**config.mk**
```make
export PLATFORM = sky130hd
export DESIGN_NAME = pwr_fault_diag
export DESIGN_NICKNAME = d
export VERILOG_FILES = /design/src/rtl/pfd_pkg.sv /design/src/rtl/pfd_trip_timer.sv /design/src/rtl/pfd_thermal_latch.sv /design/src/rtl/pfd_readback.sv /design/src/rtl/pwr_fault_diag.sv
export SDC_FILE = /design/constraint.sdc
export NUM_CORES = 1
export LEC_CHECK = 0
export CAP_MARGIN = 20
export CORE_ASPECT_RATIO = 1.25
export CORE_UTILIZATION = 58
export DETAILED_ROUTE_END_ITERATION = 16
export PLACE_DENSITY_LB_ADDON = 0.15
export SKIP_LAST_GASP = 1
export SYNTH_ARGS = -nofsm -noshare
export SYNTH_HDL_FRONTEND = slang
export SYNTH_SLANG_ARGS = --single-unit
```
**constraint.sdc**
```tcl
create_clock -name clk -period 2.5 [get_ports clk]
set_clock_uncertainty 0.1 [all_clocks]
set_input_delay 0.625 -clock clk [delete_from_list [all_inputs] [get_ports clk]]
set_output_delay 0.625 -clock clk [all_outputs]
set_load 0.02 [all_outputs]
```
**src/rtl/pfd_pkg.sv**
```systemverilog
package pfd_pkg;

  // Status word fault code, bit 0 maps to bus_dout[0].
  typedef enum logic [1:0] {
    FC_NONE = 2'b00,
    FC_HB   = 2'b01,
    FC_HS   = 2'b10,
    FC_OV   = 2'b11
  } fault_code_e;

  function automatic fault_code_e pick_code(input logic ov,
                                            input logic hb,
                                            input logic hs);
    if (ov)      return FC_OV;
    else if (hb) return FC_HB;
    else if (hs) return FC_HS;
    else         return FC_NONE;
  endfunction

endpackage

```
**src/rtl/pfd_trip_timer.sv**
```systemverilog
module pfd_trip_timer #(
  parameter int TRIP_CYCLES = 5000
) (
  input  logic clk,
  input  logic rst,
  input  logic arm,
  input  logic drop,
  input  logic clr,
  output logic trip_d,
  output logic trip_q
);

  localparam int CW = (TRIP_CYCLES > 2) ? $clog2(TRIP_CYCLES) : 1;
  localparam logic [CW-1:0] LAST = CW'(TRIP_CYCLES - 1);

  logic [CW-1:0] cnt_q, cnt_d;

  always_comb begin
    cnt_d  = cnt_q;
    trip_d = trip_q;
    if (clr) begin
      cnt_d  = '0;
      trip_d = 1'b0;
    end else if (!trip_q) begin
      if (arm && drop) begin
        if (cnt_q == LAST) trip_d = 1'b1;
        else               cnt_d  = cnt_q + 1'b1;
      end else begin
        cnt_d = '0;
      end
    end
  end

  always_ff @(posedge clk) begin
    if (rst) begin
      cnt_q  <= '0;
      trip_q <= 1'b0;
    end else begin
      cnt_q  <= cnt_d;
      trip_q <= trip_d;
    end
  end

endmodule

```
**src/rtl/pfd_thermal_latch.sv**
```systemverilog
module pfd_thermal_latch (
  input  logic clk,
  input  logic rst,
  input  logic set_hot,
  input  logic cool_ok,
  output logic hot_d,
  output logic hot_q
);

  always_comb begin
    hot_d = hot_q;
    if (set_hot)      hot_d = 1'b1;
    else if (cool_ok) hot_d = 1'b0;
  end

  always_ff @(posedge clk) begin
    if (rst) hot_q <= 1'b0;
    else     hot_q <= hot_d;
  end

endmodule

```
**src/rtl/pfd_readback.sv**
```systemverilog
module pfd_readback
  import pfd_pkg::*;
#(
  parameter int N_OUT = 5
) (
  input  logic             clk,
  input  logic             rst,
  input  logic             rd_cycle,
  input  logic             mode,
  input  logic [N_OUT-1:0] lvl,
  input  logic             hb_flag,
  input  logic             hs_flag,
  input  logic             ov,
  input  logic             ot,
  output logic             oe,
  output logic [3:0]       dout
);

  localparam int HS = N_OUT - 1;

  fault_code_e code;
  logic [3:0]  word;

  always_comb begin
    code = pick_code(ov, hb_flag, hs_flag);
    if (!rd_cycle) word = 4'b0000;
    else if (mode) word = {lvl[HS], ot, code};
    else           word = lvl[3:0];
  end

  always_ff @(posedge clk) begin
    if (rst) begin
      oe   <= 1'b0;
      dout <= 4'b0000;
    end else begin
      oe   <= rd_cycle;
      dout <= word;
    end
  end

endmodule

```
**src/rtl/pwr_fault_diag.sv**
```systemverilog
module pwr_fault_diag #(
  parameter int N_OUT       = 5,
  parameter int TRIP_CYCLES = 5000
) (
  input  logic             clk,
  input  logic             rst,
  input  logic [N_OUT-1:0] cmd_active,
  input  logic [N_OUT-1:0] drop_hi,
  input  logic [N_OUT-1:0] lvl_hi,
  input  logic             ov_flag,
  input  logic             ot_warn,
  input  logic             tsd_trip,
  input  logic             tsd_release,
  input  logic             sel_n,
  input  logic             rd_wr_n,
  input  logic             mode,
  input  logic             wr_cmd,
  output logic [N_OUT-1:0] force_off,
  output logic             bus_oe,
  output logic [3:0]       bus_dout
);

  localparam int HS_IDX = N_OUT - 1;

  logic             rd_cycle, wr_ok;
  logic [N_OUT-1:0] trip_d, trip_q;
  logic             hot_d, hot_q;
  logic             hb_flag, hs_flag;

  assign rd_cycle = !sel_n && rd_wr_n;
  assign wr_ok    = wr_cmd && !rd_cycle;

  for (genvar i = 0; i < N_OUT; i++) begin : g_timer
    pfd_trip_timer #(.TRIP_CYCLES(TRIP_CYCLES)) u_timer (
      .clk    (clk),
      .rst    (rst),
      .arm    (cmd_active[i]),
      .drop   (drop_hi[i]),
      .clr    (wr_ok),
      .trip_d (trip_d[i]),
      .trip_q (trip_q[i])
    );
  end

  pfd_thermal_latch u_thermal (
    .clk     (clk),
    .rst     (rst),
    .set_hot (tsd_trip),
    .cool_ok (tsd_release),
    .hot_d   (hot_d),
    .hot_q   (hot_q)
  );

  assign hb_flag = |trip_q[HS_IDX-1:0];
  assign hs_flag = trip_q[HS_IDX];

  always_ff @(posedge clk) begin
    if (rst) force_off <= '0;
    else     force_off <= trip_d | {N_OUT{ov_flag}} | {N_OUT{hot_d}};
  end

  pfd_readback #(.N_OUT(N_OUT)) u_readback (
    .clk      (clk),
    .rst      (rst),
    .rd_cycle (rd_cycle),
    .mode     (mode),
    .lvl      (lvl_hi),
    .hb_flag  (hb_flag),
    .hs_flag  (hs_flag),
    .ov       (ov_flag),
    .ot       (ot_warn),
    .oe       (bus_oe),
    .dout     (bus_dout)
  );

endmodule

```
==> reports/results.tsv <==
metric	value	unit
gp_routability_congestion	0.879	
slew_headroom	59.9	%
final_nets	560	
dp.cells	609	
grt_max_degree	35	
max_stage_delay	0.51	ns
syn_nets	532	
max_freq	479	MHz
ys_ff_latch	81	
post-dp-hpwl	7200	um
cts_buffers	9	
drcViolationCount	0	
endpoint	g_timer[2].u_timer.cnt_q[5]$_SDFFE_PP0P_	
first_iter_violations	262	
regArea	0.00162	mm2
drv_cap	0	
setup_tns	0	ns
total_power	0.00251	W
core	0.00702	mm2
period_minus_slack	2.09	ns
fp.dieW	78.7	um
grt_first_pass_wirelength	17600	um
crit_type	input pin to flip-flop	
holdWs	0.373	ns
dr_total_vias	4148	
multi_input_area	0.00247	mm2
status	complete, no violations	
cp.arrival	2.23	ns
setup_viol	0	
crit_chain	clkdlybuf4s50_1 -> and4_1 -> and4_1 -> nor2_1 -> a31o_2	
synthTopCellsByArea	dfxtp_1 38%, a31oi_1 5.1%, a21oi_1 3.5%, nand2_1 3.4%, o21ai_0 3.0%	
reg2reg_slack	0.50	ns
postCtsSetupBuffers	0	
synthArstFlopShare	0	%
netlist.area_leader.share	38.0	%
synth_edf_count	0	
vias_per_cell	6.65	
clk_pin_slew	0.08	ns
overflow	0	
cts.path.max_buffers	2	
fp.dieH	97.9	um
cp.required	2.64	ns
vdd_drop_max	377	uV
ys.flop_type	dfxtp_1	
hp-class	flip-flop to flip-flop	
end_kind	flip-flop	
final_cells	624	
rsz0062_at_grt	false	
synthDistinctLibCells	63	
slowest_stage	clkdlybuf4s50_1	
netlist_area	0.00427	mm2
synth_warnings	0	
grt_usage	28.3	%
fillers	560	
ioPinCount	35	
syn_area_per_cell	8.50	um2
drive_gt1_share	8.99	%
start_util	60.8	%
finalWirelength	10300	um
post_cts_resized	0	
rows	34	
diodes	0	
reg2reg_from	g_timer[2].u_timer.cnt_q[0]$_SDFFE_PP0P_	
synth_top_cell_by_area	dfxtp_1	
crit_start	cmd_active[2]	
fin_crit_sh	83.5	%
worstMarginPinSlew	0.601	ns
hold_violations	0	
fin_util	70.3	%
syn_to_final_growth	15.6	%
crit_top_cell	and4_1	
cts_hold_buf	0	
reg2reg_to	g_timer[2].u_timer.cnt_q[5]$_SDFFE_PP0P_	
numPortBuffers	34	
clock_latency	0.35	ns
clock_sinks	81	
pwr_density_cell	508	mW/mm2
dieArea	0.00771	mm2
synth_cells	502	
cts_htree_levels	3	
wire_per_inst	16.5	um
yosysSeqAreaShare	38.0	%
ant_nets	0	
reg2reg_depth	5	
startpoint_type	input pin	
ctsRootBufferMaster	clkbuf_8	
cts_tree	yes	
grt_pass1_vias	3950	
worstPathMaxFanout	13	
finalMaxSlewViolations	0	
antenna_found_initial	0	
dr.pass1.iters	4	
p_leak	1.73	nW
final cells by class:
type / instances / share of cell area, %
clock inverters: 2 / 0.710
inverters: 10 / 0.761
repair buffers: 49 / 9.69
clock buffers: 13 / 3.63
flip-flops and latches: 81 / 32.9
well taps: 90 / 2.28
multi-input cells: 379 / 50.1
placed cells by master (no fill, tap or decap), types with 3 or more instances in the layout:
cell and n:
nor3_1 14, mux2i_1 5, nor4_1 8, o311ai_0 8, a21oi_1 30, buf_4 13
nand3_1 20, nand4_1 18, o221ai_1 5, clkbuf_8 13, inv_1 9, and2_1 9
nor2_1 25, nor4b_2 4, nand3b_1 5, nor3b_1 3, a211oi_1 4, a32o_1 4
and4_1 11, clkdlybuf4s50_1 34, nand2_1 39, o41ai_1 5, nand4b_1 4, a41oi_1 10
o21ai_0 26, and3_1 15, nor2b_1 4, ha_1 5, a211o_1 3, a31oi_1 35
dfxtp_1 81, a311oi_1 4, nand2b_1 13, o31ai_1 7
report_power, final:
| group | switching [W] | internal (W) | total, W |
|---|---|---|---|
| Sequential | 0.00000615 | 0.00130 | 0.00131 |
| Combinational | 0.000104 | 0.0000877 | 0.000192 |
| Clock | 0.000443 | 0.000564 | 0.00101 |
flip-flops by register name, summed over array words and instances (netlist names):
| signal | count |
|---|---|
| g_timer.u_timer.cnt_q | 65 |
| u_readback.oe | 1 |
| g_timer.u_timer.trip_q | 5 |
| force_off | 5 |
| u_thermal.hot_q | 1 |
| u_readback.dout | 4 |
Yosys cell counts (all sizes together) (3+ instances only):
cell type  count
nand3         21
a21oi         31
a311oi         4
ha             5
and3          16
nand2b        15
a31oi         35
nor3b          3
nor3          14
dfxtp         81
and2           9
clkbuf        16
nand4         18
a211oi         5
mux2i          5
a32o           4
o221ai         5
and4          12
nor4b          5
a41oi         12
o31ai          7
o311ai         9
buf           16
nor2b          4
o21ai         26
nand4b         4
nor2          25
or4            3
nor4           8
o41ai          5
nand2         39
inv           10
nand3b         5
a211o          3
metrics by stage:
stage	cell area, um2	setup WS, ns
final	4930	0.412
after global routing	4930	0.257
after CTS	4930	0.430
after detailed placement	4720	0.0556
after global placement	4720	0.103
after floorplan	4270	0.600
worst max-delay path: cells and delay by family:
family,cells,cell delay (ns)
AND/OR/NAND/NOR,3,0.83
AO/OA/AOI/OAI,1,0.26
buffers and inverters,1,0.51
how the worst min path moves through the flow:
stage	startpoint	end	slack [ns]	depth (start not counted)
after CTS	g_timer[0].u_timer.cnt_q[12]$_SDFFE_PP0P_	g_timer[0].u_timer.cnt_q[12]$_SDFFE_PP0P_	0.38	2
after detailed placement	u_thermal.hot_q$_SDFF_PP0_	u_thermal.hot_q$_SDFF_PP0_	0.36	2
final	g_timer[0].u_timer.cnt_q[12]$_SDFFE_PP0P_	g_timer[0].u_timer.cnt_q[12]$_SDFFE_PP0P_	0.37	2
after floorplan	g_timer[0].u_timer.cnt_q[12]$_SDFFE_PP0P_	g_timer[0].u_timer.cnt_q[12]$_SDFFE_PP0P_	0.34	2
after global placement	g_timer[0].u_timer.cnt_q[12]$_SDFFE_PP0P_	g_timer[0].u_timer.cnt_q[12]$_SDFFE_PP0P_	0.36	2
after global routing	g_timer[0].u_timer.cnt_q[12]$_SDFFE_PP0P_	g_timer[0].u_timer.cnt_q[12]$_SDFFE_PP0P_	0.40	2
layer usage:
layer / share of wire, % / vias up / wire (um) / track usage, %
met5: 0 / - / 0 / 0
met4: 2.1 / 0 / 217 / 13.0
met3: 4.8 / 28 / 496 / 5.61
met2: 50 / 123 / 5160 / 49.0
met1: 43 / 1967 / 4440 / 33.3
li1: - / 2030 / - / -
cells by family (layout without fill, tap and decap cells):
kind of cell | Yosys count | count (layout) | synth area share [%]
AND/OR/NAND/NOR | 208 | 208 | 29.0
AO/OA/AOI/OAI | 159 | 159 | 25.7
adder cells (fa/ha/maj) | 5 | 5 | 1.47
multiplexers | 5 | 5 | 1.17
buffers and inverters | 42 | 74 | 4.28
XOR/XNOR | 2 | 2 | 0.410
flip-flops | 81 | 81 | 38.0
No activity file was read; power rests on OpenSTA's default activity.
